==> src/rtl/scrub_pkg.sv <==
package scrub_pkg;
    typedef enum logic [1:0] {
        ST_IDLE  = 2'd0,
        ST_WARN  = 2'd1,
        ST_SCRUB = 2'd2,
        ST_CMD   = 2'd3
    } scrub_state_e;

    localparam int SCRUB_CYCLES = 5;
endpackage

==> src/rtl/scrub_rate_timer.sv <==
module scrub_rate_timer #(
    parameter int RATE_W = 4
) (
    input  logic              clk_i,
    input  logic              rst_i,
    input  logic              en_i,
    input  logic [RATE_W-1:0] code_i,
    output logic              tick_o
);
    localparam int CNT_W = 2 ** RATE_W;

    logic [CNT_W-1:0] cnt_d, cnt_q;
    logic [CNT_W-1:0] limit;

    always_comb begin
        limit  = (CNT_W'(1) << code_i) - CNT_W'(1);
        tick_o = en_i && (cnt_q >= limit);
        cnt_d  = cnt_q + CNT_W'(1);
        if (!en_i || tick_o) begin
            cnt_d = '0;
        end
    end

    always_ff @(posedge clk_i) begin
        if (rst_i) begin
            cnt_q <= '0;
        end else begin
            cnt_q <= cnt_d;
        end
    end
endmodule

==> src/rtl/scrub_addr_ptr.sv <==
module scrub_addr_ptr #(
    parameter int ADDR_W = 10
) (
    input  logic              clk_i,
    input  logic              rst_i,
    input  logic              adv_i,
    output logic [ADDR_W-1:0] addr_o
);
    logic [ADDR_W-1:0] ptr_d, ptr_q;

    always_comb begin
        ptr_d = ptr_q;
        if (adv_i) begin
            ptr_d = ptr_q + ADDR_W'(1);
        end
    end

    always_ff @(posedge clk_i) begin
        if (rst_i) begin
            ptr_q <= '0;
        end else begin
            ptr_q <= ptr_d;
        end
    end

    assign addr_o = ptr_q;
endmodule

==> src/rtl/scrub_sequencer.sv <==
module scrub_sequencer
    import scrub_pkg::*;
#(
    parameter int ADDR_W = 10,
    parameter int RATE_W = 4,
    parameter int LEAD_W = 4,
    parameter int PEND_W = 3
) (
    input  logic              clk_i,
    input  logic              rst_i,
    input  logic              slave_mode_i,
    input  logic              bypass_i,
    input  logic [RATE_W-1:0] rate_code_i,
    input  logic [LEAD_W-1:0] lead_code_i,
    input  logic              scrub_cmd_n_i,
    output logic              busy_n_o,
    output logic              scrub_n_o,
    output logic [ADDR_W-1:0] scrub_addr_o
);
    localparam int PH_W = (LEAD_W > 3) ? LEAD_W : 3;
    localparam logic [PEND_W-1:0] PEND_MAX = '1;

    typedef struct packed {
        scrub_state_e      st;
        logic [PH_W-1:0]   ph;
        logic [PEND_W-1:0] pend;
    } ctl_t;

    ctl_t ctl_d, ctl_q;
    logic auto_en;
    logic tick;
    logic take;
    logic advance;

    scrub_rate_timer #(.RATE_W(RATE_W)) timer_i (
        .clk_i  (clk_i),
        .rst_i  (rst_i),
        .en_i   (auto_en),
        .code_i (rate_code_i),
        .tick_o (tick)
    );

    scrub_addr_ptr #(.ADDR_W(ADDR_W)) ptr_i (
        .clk_i  (clk_i),
        .rst_i  (rst_i),
        .adv_i  (advance),
        .addr_o (scrub_addr_o)
    );

    always_comb begin
        auto_en = !slave_mode_i && !bypass_i;
        ctl_d   = ctl_q;
        take    = 1'b0;
        advance = 1'b0;

        case (ctl_q.st)
            ST_IDLE: begin
                if (slave_mode_i && !bypass_i && !scrub_cmd_n_i) begin
                    ctl_d.st = ST_CMD;
                end else if (auto_en && (tick || ctl_q.pend != '0)) begin
                    take = 1'b1;
                    if (lead_code_i == '0) begin
                        ctl_d.st = ST_SCRUB;
                        ctl_d.ph = PH_W'(SCRUB_CYCLES - 1);
                    end else begin
                        ctl_d.st = ST_WARN;
                        ctl_d.ph = PH_W'(lead_code_i) - PH_W'(1);
                    end
                end
            end
            ST_WARN: begin
                if (ctl_q.ph == '0) begin
                    ctl_d.st = ST_SCRUB;
                    ctl_d.ph = PH_W'(SCRUB_CYCLES - 1);
                end else begin
                    ctl_d.ph = ctl_q.ph - PH_W'(1);
                end
            end
            ST_SCRUB: begin
                if (ctl_q.ph == '0) begin
                    ctl_d.st = ST_IDLE;
                    advance  = 1'b1;
                end else begin
                    ctl_d.ph = ctl_q.ph - PH_W'(1);
                end
            end
            ST_CMD: begin
                if (scrub_cmd_n_i) begin
                    ctl_d.st = ST_IDLE;
                    advance  = 1'b1;
                end
            end
            default: ctl_d.st = ST_IDLE;
        endcase

        // request queue: a tick served directly in the same cycle never enters it
        if (!auto_en) begin
            ctl_d.pend = '0;
        end else if (take && !tick) begin
            ctl_d.pend = ctl_q.pend - PEND_W'(1);
        end else if (!take && tick && ctl_q.pend != PEND_MAX) begin
            ctl_d.pend = ctl_q.pend + PEND_W'(1);
        end
    end

    always_ff @(posedge clk_i) begin
        if (rst_i) begin
            ctl_q <= '{st: ST_IDLE, ph: '0, pend: '0};
        end else begin
            ctl_q <= ctl_d;
        end
    end

    assign busy_n_o  = (ctl_q.st == ST_IDLE);
    assign scrub_n_o = !((ctl_q.st == ST_SCRUB) || (ctl_q.st == ST_CMD));
endmodule

==> config.mk <==
export PLATFORM = sky130hd
export DESIGN_NAME = scrub_sequencer
export DESIGN_NICKNAME = d
export VERILOG_FILES = /design/src/rtl/scrub_pkg.sv /design/src/rtl/scrub_rate_timer.sv /design/src/rtl/scrub_addr_ptr.sv /design/src/rtl/scrub_sequencer.sv
export SDC_FILE = /design/constraint.sdc
export NUM_CORES = 1
export LEC_CHECK = 0
export ABC_AREA = 1
export BUFFER_PORTS_ARGS = -buffer_cell sky130_fd_sc_hd__buf_2
export CORE_UTILIZATION = 59
export CTS_CLUSTER_DIAMETER = 150
export DETAILED_ROUTE_END_ITERATION = 8
export PLACE_DENSITY = 0.78
export SYNTH_ARGS = -nofsm -noshare
export SYNTH_HDL_FRONTEND = slang
export SYNTH_SLANG_ARGS = --single-unit
==> constraint.sdc <==
create_clock -name clk_i -period 3.7 [get_ports clk_i]
set_clock_uncertainty 0.2 [all_clocks]
set_input_delay 0 -clock clk_i [delete_from_list [all_inputs] [get_ports clk_i]]
set_output_delay 0 -clock clk_i [all_outputs]
set_load 0.02 [all_outputs]
== Word level (Yosys, flattened, before mapping) ==
Index checks and enable logic that the tools add are counted.

* Output and inout bits: 12
* Register bits: 35

* Bitwise logic cells: 1
* Add/sub/neg operators: 7
* Mux-type cells: 19
* Equality and inequality tests: 11
* Shifts and indexed selects: 1
* Reduce and logical (&&, ||, !) cells: 28
* Order comparisons: 1

{| class="wikitable"
|+ Operator list
! operator !! count
|-
| $add 16x1->16 const B || 1
|-
| $ge 16x16->1 || 1
|-
| $shl 1x4->16 const A || 1
|-
| $sub 16x2->16 const B || 1
|-
| $mux 4 || 3
|-
| $mux 6 || 2
|-
| $pmux 4 s3 || 1
|-
| $add 10x1->10 const B || 1
|-
| $ne 2x2->1 const B || 5
|-
| $logic_and 1x1->1 || 8
|-
| $logic_not 4->1 || 2
|-
| $mux 2 || 4
|-
| $pmux 2 s4 || 1
|-
| $reduce_and 4->1 || 2
|-
| $sub 4x1->4 const B || 2
|-
| $logic_not 1->1 || 7
|-
| $mux 3 || 2
|-
| $reduce_bool 3->1 || 2
|-
| $mux 1 || 5
|-
| $eq 2x2->1 const B || 2
|-
| $reduce_or 2->1 || 2
|-
| $add 3x1->3 const B || 1
|-
| $logic_or 1x1->1 || 3
|-
| $ne 3x1->1 const B || 1
|-
| other kinds (8) || 8
|}

== Logic depth before layout (Yosys ltp) ==
* Depth after elaboration: 14
* Gate-level depth with buffers: 24
* Gate-level depth less buffers: 23

== Hierarchy ==
From an unflattened synthesis, not the netlist that was laid out.

* Cell total of the unflattened synthesis: 392
* Area, all modules: 2615.0 um^2

{| class="wikitable"
|+ Modules (own cells, without submodules)
! module !! area each (um^2) !! cells an instance !! times used
|-
| scrub_rate_timer || 1350.0 || 196 || 1
|-
| scrub_sequencer || 817.0 || 132 || 1
|-
| scrub_addr_ptr || 447.9 || 64 || 1
|}

== Least setup slack after synthesis ==
No wires, ideal clock.

* Path kind: input-to-reg
* From: input rate_code_i[2]
* To: register ctl_q[2] in the netlist's numbering
* Buffers on the path: 1
* Data required time: 3.387 ns
* Arrival time: 2.657 ns
* Stages on the path: 24
* Library setup time: 0.113 ns
* Path slack: 0.730 ns
* Cell sequence: buf_2 -> nor2_1 -> inv_1 -> nor2_1 -> nand2_1 -> ha_1 -> nand3_1 -> a31oi_1 -> xor2_1 -> ha_1 -> nand2_1 -> inv_1 -> nand2_1 -> nand2_1 -> nor2_1 -> nand2_1 -> a21oi_2 -> nand4_2 -> fa_1 -> o21bai_1 -> nand2_1 -> nand2_1 -> nand2_1 -> nor2_1

* Word-level cells in the longest chain between the ends: 13
* Elaborated cells on any way between the ends: 16
* Classes of those cells: 1 x add/sub; 1 x order compare; 1 x shift; 4 x mux; 9 x reduce/logical

{| class="wikitable"
|+ RTL lines
! element !! RTL line !! source
|-
| start: declaration || scrub_sequencer.sv:13 || <nowiki>input logic [RATE_W-1:0] rate_code_i,</nowiki>
|-
| $shl 1x4->16 * || scrub_rate_timer.sv:16 || <nowiki>limit = (CNT_W'(1) << code_i) - CNT_W'(1);</nowiki>
|-
| $sub 16x2->16 * || scrub_rate_timer.sv:16 ||
|-
| $ge 16x16->1 * || scrub_rate_timer.sv:17 || <nowiki>tick_o = en_i && (cnt_q >= limit);</nowiki>
|-
| $logic_and 1x1->1 * || scrub_rate_timer.sv:17 ||
|-
| $logic_or 1x1->1 || scrub_sequencer.sv:60 || <nowiki>end else if (auto_en && (tick || ctl_q.pend != '0)) begin</nowiki>
|-
| $logic_and 1x1->1 || scrub_sequencer.sv:60 ||
|-
| $mux 1 || scrub_sequencer.sv:60 ||
|-
| $mux 1 || scrub_sequencer.sv:58 || <nowiki>if (slave_mode_i && !bypass_i && !scrub_cmd_n_i) begin</nowiki>
|-
| $mux 1 || scrub_sequencer.sv:56 || <nowiki>case (ctl_q.st)</nowiki>
|-
| $logic_not 1->1 || scrub_sequencer.sv:101 || <nowiki>end else if (!take && tick && ctl_q.pend != PEND_MAX) begin</nowiki>
|-
| $logic_and 1x1->1 (2 in series) || scrub_sequencer.sv:101 ||
|-
| $reduce_bool 2->1 (no line) || -- ||
|-
| end signal: assignment || scrub_sequencer.sv:108 || <nowiki>ctl_q <= '{st: ST_IDLE, ph: '0, pend: '0};</nowiki>
|-
| end signal: assignment || scrub_sequencer.sv:110 || <nowiki>ctl_q <= ctl_d;</nowiki>
|-
| end: declaration || scrub_sequencer.sv:29 || <nowiki>ctl_t ctl_d, ctl_q;</nowiki>
|}

Every way passes the cells marked *; elsewhere a longest branch is shown, timed or not.
A chain may end at the register's enable or synchronous reset.

== Worst setup path after layout ==
Ends and elaborated chain as after synthesis.

==> summary.md <==
| Metric | Value |
|---|---|
| Outcome | completed |
| CTS tree | built |
| RSZ-0062 raised after global routing | no |
| Largest net degree at the start of global routing | 17 |
| Row count | 23 |
| Total track usage | 24.2% |
| Vias in the first global route | 2052 |
| DR iter-0 viols | 64 |
| Initial antenna violation count | 0 |
| PortBufs | 24 |
| CTS buffer count | 5 |
| Initial core utilization | between 60 and 70% |
| Max Freq | 0.339 GHz |
| Share of power burned in registers | 37.9% |
| Hold Buf Count CTS | 9 |
| Post-DR wirelength/cell | between 10 and 15 um |
| Layout cell share with drive strength beyond 1 | around 16% |
| Final Core Density | 71.2% |
| Post-DP Area | 0.00272 sq mm |
| Area Growth Syn to Fin | 13.8% |
| Largest fanout on the critical path | 10 |
| Synth Register Bits | 35 |
| Post-cts sizing count | 0 |
| Most common flop cell mapped by yosys | dfxtp_1 |
| Worst-skew pair later-pin latency | 290 ps |
| DRC errors left | 0 |
| Die outline width | 67.8 um |
| Total power per unit cell area | 393 mW/mm^2 |
| Via count | ~2300 |
| Switching Share | ~38% |
| CP Class | input pin to flip-flop |
| GR Overflow Total | 0 |
| Comb power frac | 36.1% |
| Crit path DAT | a little under 3000 ps |
| H-tree Lvls | 2 |
| Drt pass-1 iters | 4 |
| Setup violators final | 0 |
| Critical path launch point type | input pin |
| Die height | 67.8 um |
| CTS Sinks | 35 |
| Setup WS pre-CTS | 487 ps |
| Root Buffer | clkbuf_8 |
| Vias per std cell | about 5.1 |
| ANT cells | 0 |
| Final worst-path cycle share | between 70% and 80% |
| Post-synthesis instance area | between 0.002 and 0.003 sq mm |
| Pins Over Slew Limit | 0 |
| Worst-case clock buffer depth | 2 |
| WP data required | 3690 ps |
| Seq/Total Area, Yosys | a little over a quarter |
| Synth unique cells | 42 |
| Synthesized Nets | 403 |
| First-pass GRT wire length | approximately 8400 um |
| Final WS setup | 749 ps |
| Final HPWL DP | 3870 um |
| GPL Wtd Cong | 0.821 |
| Avg Cell Area, Syn | 7.04 sq um |
| Postcts setup bufs | 0 |
| Internal power | 0.000711 W |
| Syn. warnings | 0 |
| Leak | 1.38 nW |
| DIE AREA | 0.00460 sq mm |
| Floorplan Core Area | 0.00409 sq mm |
| Design Area, Final | between 0.002 and 0.003 sq mm |
| Fin. Hold Viols | 0 |
| CP Capture Type | flip-flop |
| Clock power frac | 26.0% |
| Switching pwr | 0.000432 W |
| Setup TNS | 0 ps |
| Number of synthesized flops with an enable pin | 0 |
| Layout Nets | 439 |
| Min cycle time layout | 2950 ps |
| Min-Delay Path Class | input pin to flip-flop |
| Ports | 25 |
| Clock-pin slew on the worst setup and hold paths | 70 ps |
| Worst VDD drop | 0.000370 V |
| Max-cap check violation count | 0 |
| Synth Instances | 363 |
| Final WL | 5010 um |
| Routed Antenna Nets | 0 |
| Post-synth ARST share | 0% |
| Layout fillers | between 300 and 400 |
==> final timing paths <==
path	from	endpoint	slack (ps)	depth (start not counted)
worst min register to register	ptr_i.addr_o[7]	ptr_i.addr_o[7]	280	2
worst min-delay path	lead_code_i[0]	ctl_q[3]	30	6
worst max-delay path	rate_code_i[2]	ctl_q[2]	750	24
worst max register to register	timer_i.cnt_q[5]	ctl_q[2]	1100	15
==> critical path, cell delays in order <==
cell	delay, ps
buf_2	150
nor2_1	110
inv_1	80
nor2_1	150
nand2_1	80
ha_1	260
nand3_1	100
a31oi_1	50
xor2_1	150
ha_1	270
nand2_1	70
inv_1	40
nand2_1	70
nor2_1	50
nor2_1	80
nand2_1	90
a21oi_2	190
nand4_2	150
fa_1	410
o21bai_1	170
nand2_1	90
nand2_1	50
nand2_1	50
nor2_1	30
==> registers in the layout (all words and copies together), names as in the netlist <==
register	count
ptr_i.addr_o	10
ctl_q	9
timer_i.cnt_q	16
==> power by group through the flow <==
stage               Sequential [W]  Clock [W]  Combinational (W)
floorplan                 0.000440          0           0.000316
global placement          0.000441          0           0.000390
CTS                       0.000433   0.000306           0.000411
global route              0.000438   0.000322           0.000478
detailed placement        0.000442          0           0.000400
finish                    0.000433   0.000297           0.000412
==> metal layers <==
metal / GRT usage, % / share of wire (%) / vias up
met5: 0 / 0 / -
met3: 4.90 / 2.7 / 8
met1: 29.1 / 47 / 1022
met2: 42.6 / 49 / 27
met4: 8.07 / 1.3 / 0
li1: - / - / 1249
==> layout make-up <==
| class | count | area (sq um) | area share (%) |
|---|---|---|---|
| clock buffer | 6 | 82.6 | 2.84 |
| clock inverter | 2 | 16.3 | 0.559 |
| inverter | 56 | 210 | 7.23 |
| multi-input combinational | 268 | 1630 | 55.9 |
| sequential | 35 | 701 | 24.1 |
| tap | 50 | 62.6 | 2.15 |
| timing repair buffer | 33 | 210 | 7.23 |
==> placed cells by master, fill, tap and decap left out, types with 2 or more instances in the layout <==
| master | instances |
|---|---|
| nand2_2 | 9 |
| clkbuf_8 | 6 |
| ha_1 | 26 |
| nor2_1 | 41 |
| nor3_2 | 3 |
| nand3_1 | 12 |
| nand3_2 | 4 |
| inv_2 | 3 |
| nor2_4 | 2 |
| and2_1 | 2 |
| nor2_2 | 3 |
| a21oi_1 | 27 |
| dfxtp_1 | 35 |
| nor4_4 | 2 |
| nor3_1 | 14 |
| nor4_1 | 4 |
| dlygate4sd3_1 | 9 |
| inv_1 | 52 |
| nor3b_1 | 2 |
| nand2_1 | 68 |
| nand4_1 | 3 |
| o21ai_2 | 2 |
| a31oi_1 | 3 |
| o21ai_0 | 14 |
| o21ai_1 | 3 |
| xor2_1 | 7 |
| xnor2_1 | 3 |
| buf_2 | 24 |
==> through the flow <==
| stage | total power (W) | std cells | hold slack (ps) |
|---|---|---|---|
| 2_1_floorplan | 0.000756 | 363 | -131 |
| 3_3_place_gp | 0.000831 | 433 | 16.5 |
| 3_5_place_dp | 0.000842 | 433 | 14.8 |
| 4_1_cts | 0.00115 | 450 | 21.6 |
| 5_1_grt | 0.00124 | 450 | 92.5 |
| 6_report | 0.00114 | 450 | 32.3 |
==> logic make-up (layout without fill, tap and decap cells) <==
logic type / count (synthesis) / after routing / share of synthesized area, %
buf+inv: 60 / 97 / 8.96
flops: 35 / 35 / 27.4
xor+xnor: 10 / 10 / 3.43
other cells: 1 / 1 / 0.147
compound gates: 56 / 56 / 12.2
fa+ha+maj: 27 / 27 / 13.5
simple gates: 174 / 174 / 34.3
==> synthesized netlist by cell type (2+ instances only) <==
cell type / instances / area, sq um
a21oi_1: 27 / 135
nand4_1: 3 / 18.8
nand3_2: 4 / 40.0
inv_2: 3 / 11.3
nand2_1: 68 / 255
a31oi_1: 3 / 18.8
nor2_4: 2 / 22.5
o21ai_1: 3 / 15.0
nor4_1: 4 / 25.0
nand2_2: 9 / 56.3
nor3_1: 14 / 70.1
ha_1: 26 / 325
nor2_1: 41 / 154
xor2_1: 7 / 61.3
and2_1: 2 / 12.5
o21ai_2: 2 / 17.5
nor3b_1: 2 / 15.0
nor4_4: 2 / 42.5
xnor2_1: 3 / 26.3
buf_2: 3 / 15.0
nand3_1: 12 / 60.1
inv_1: 52 / 195
o21ai_0: 14 / 70.1
nor3_2: 3 / 30.0
dfxtp_1: 35 / 701
nor2_2: 3 / 18.8
Note: power is estimated with default switching activity, not from simulation.
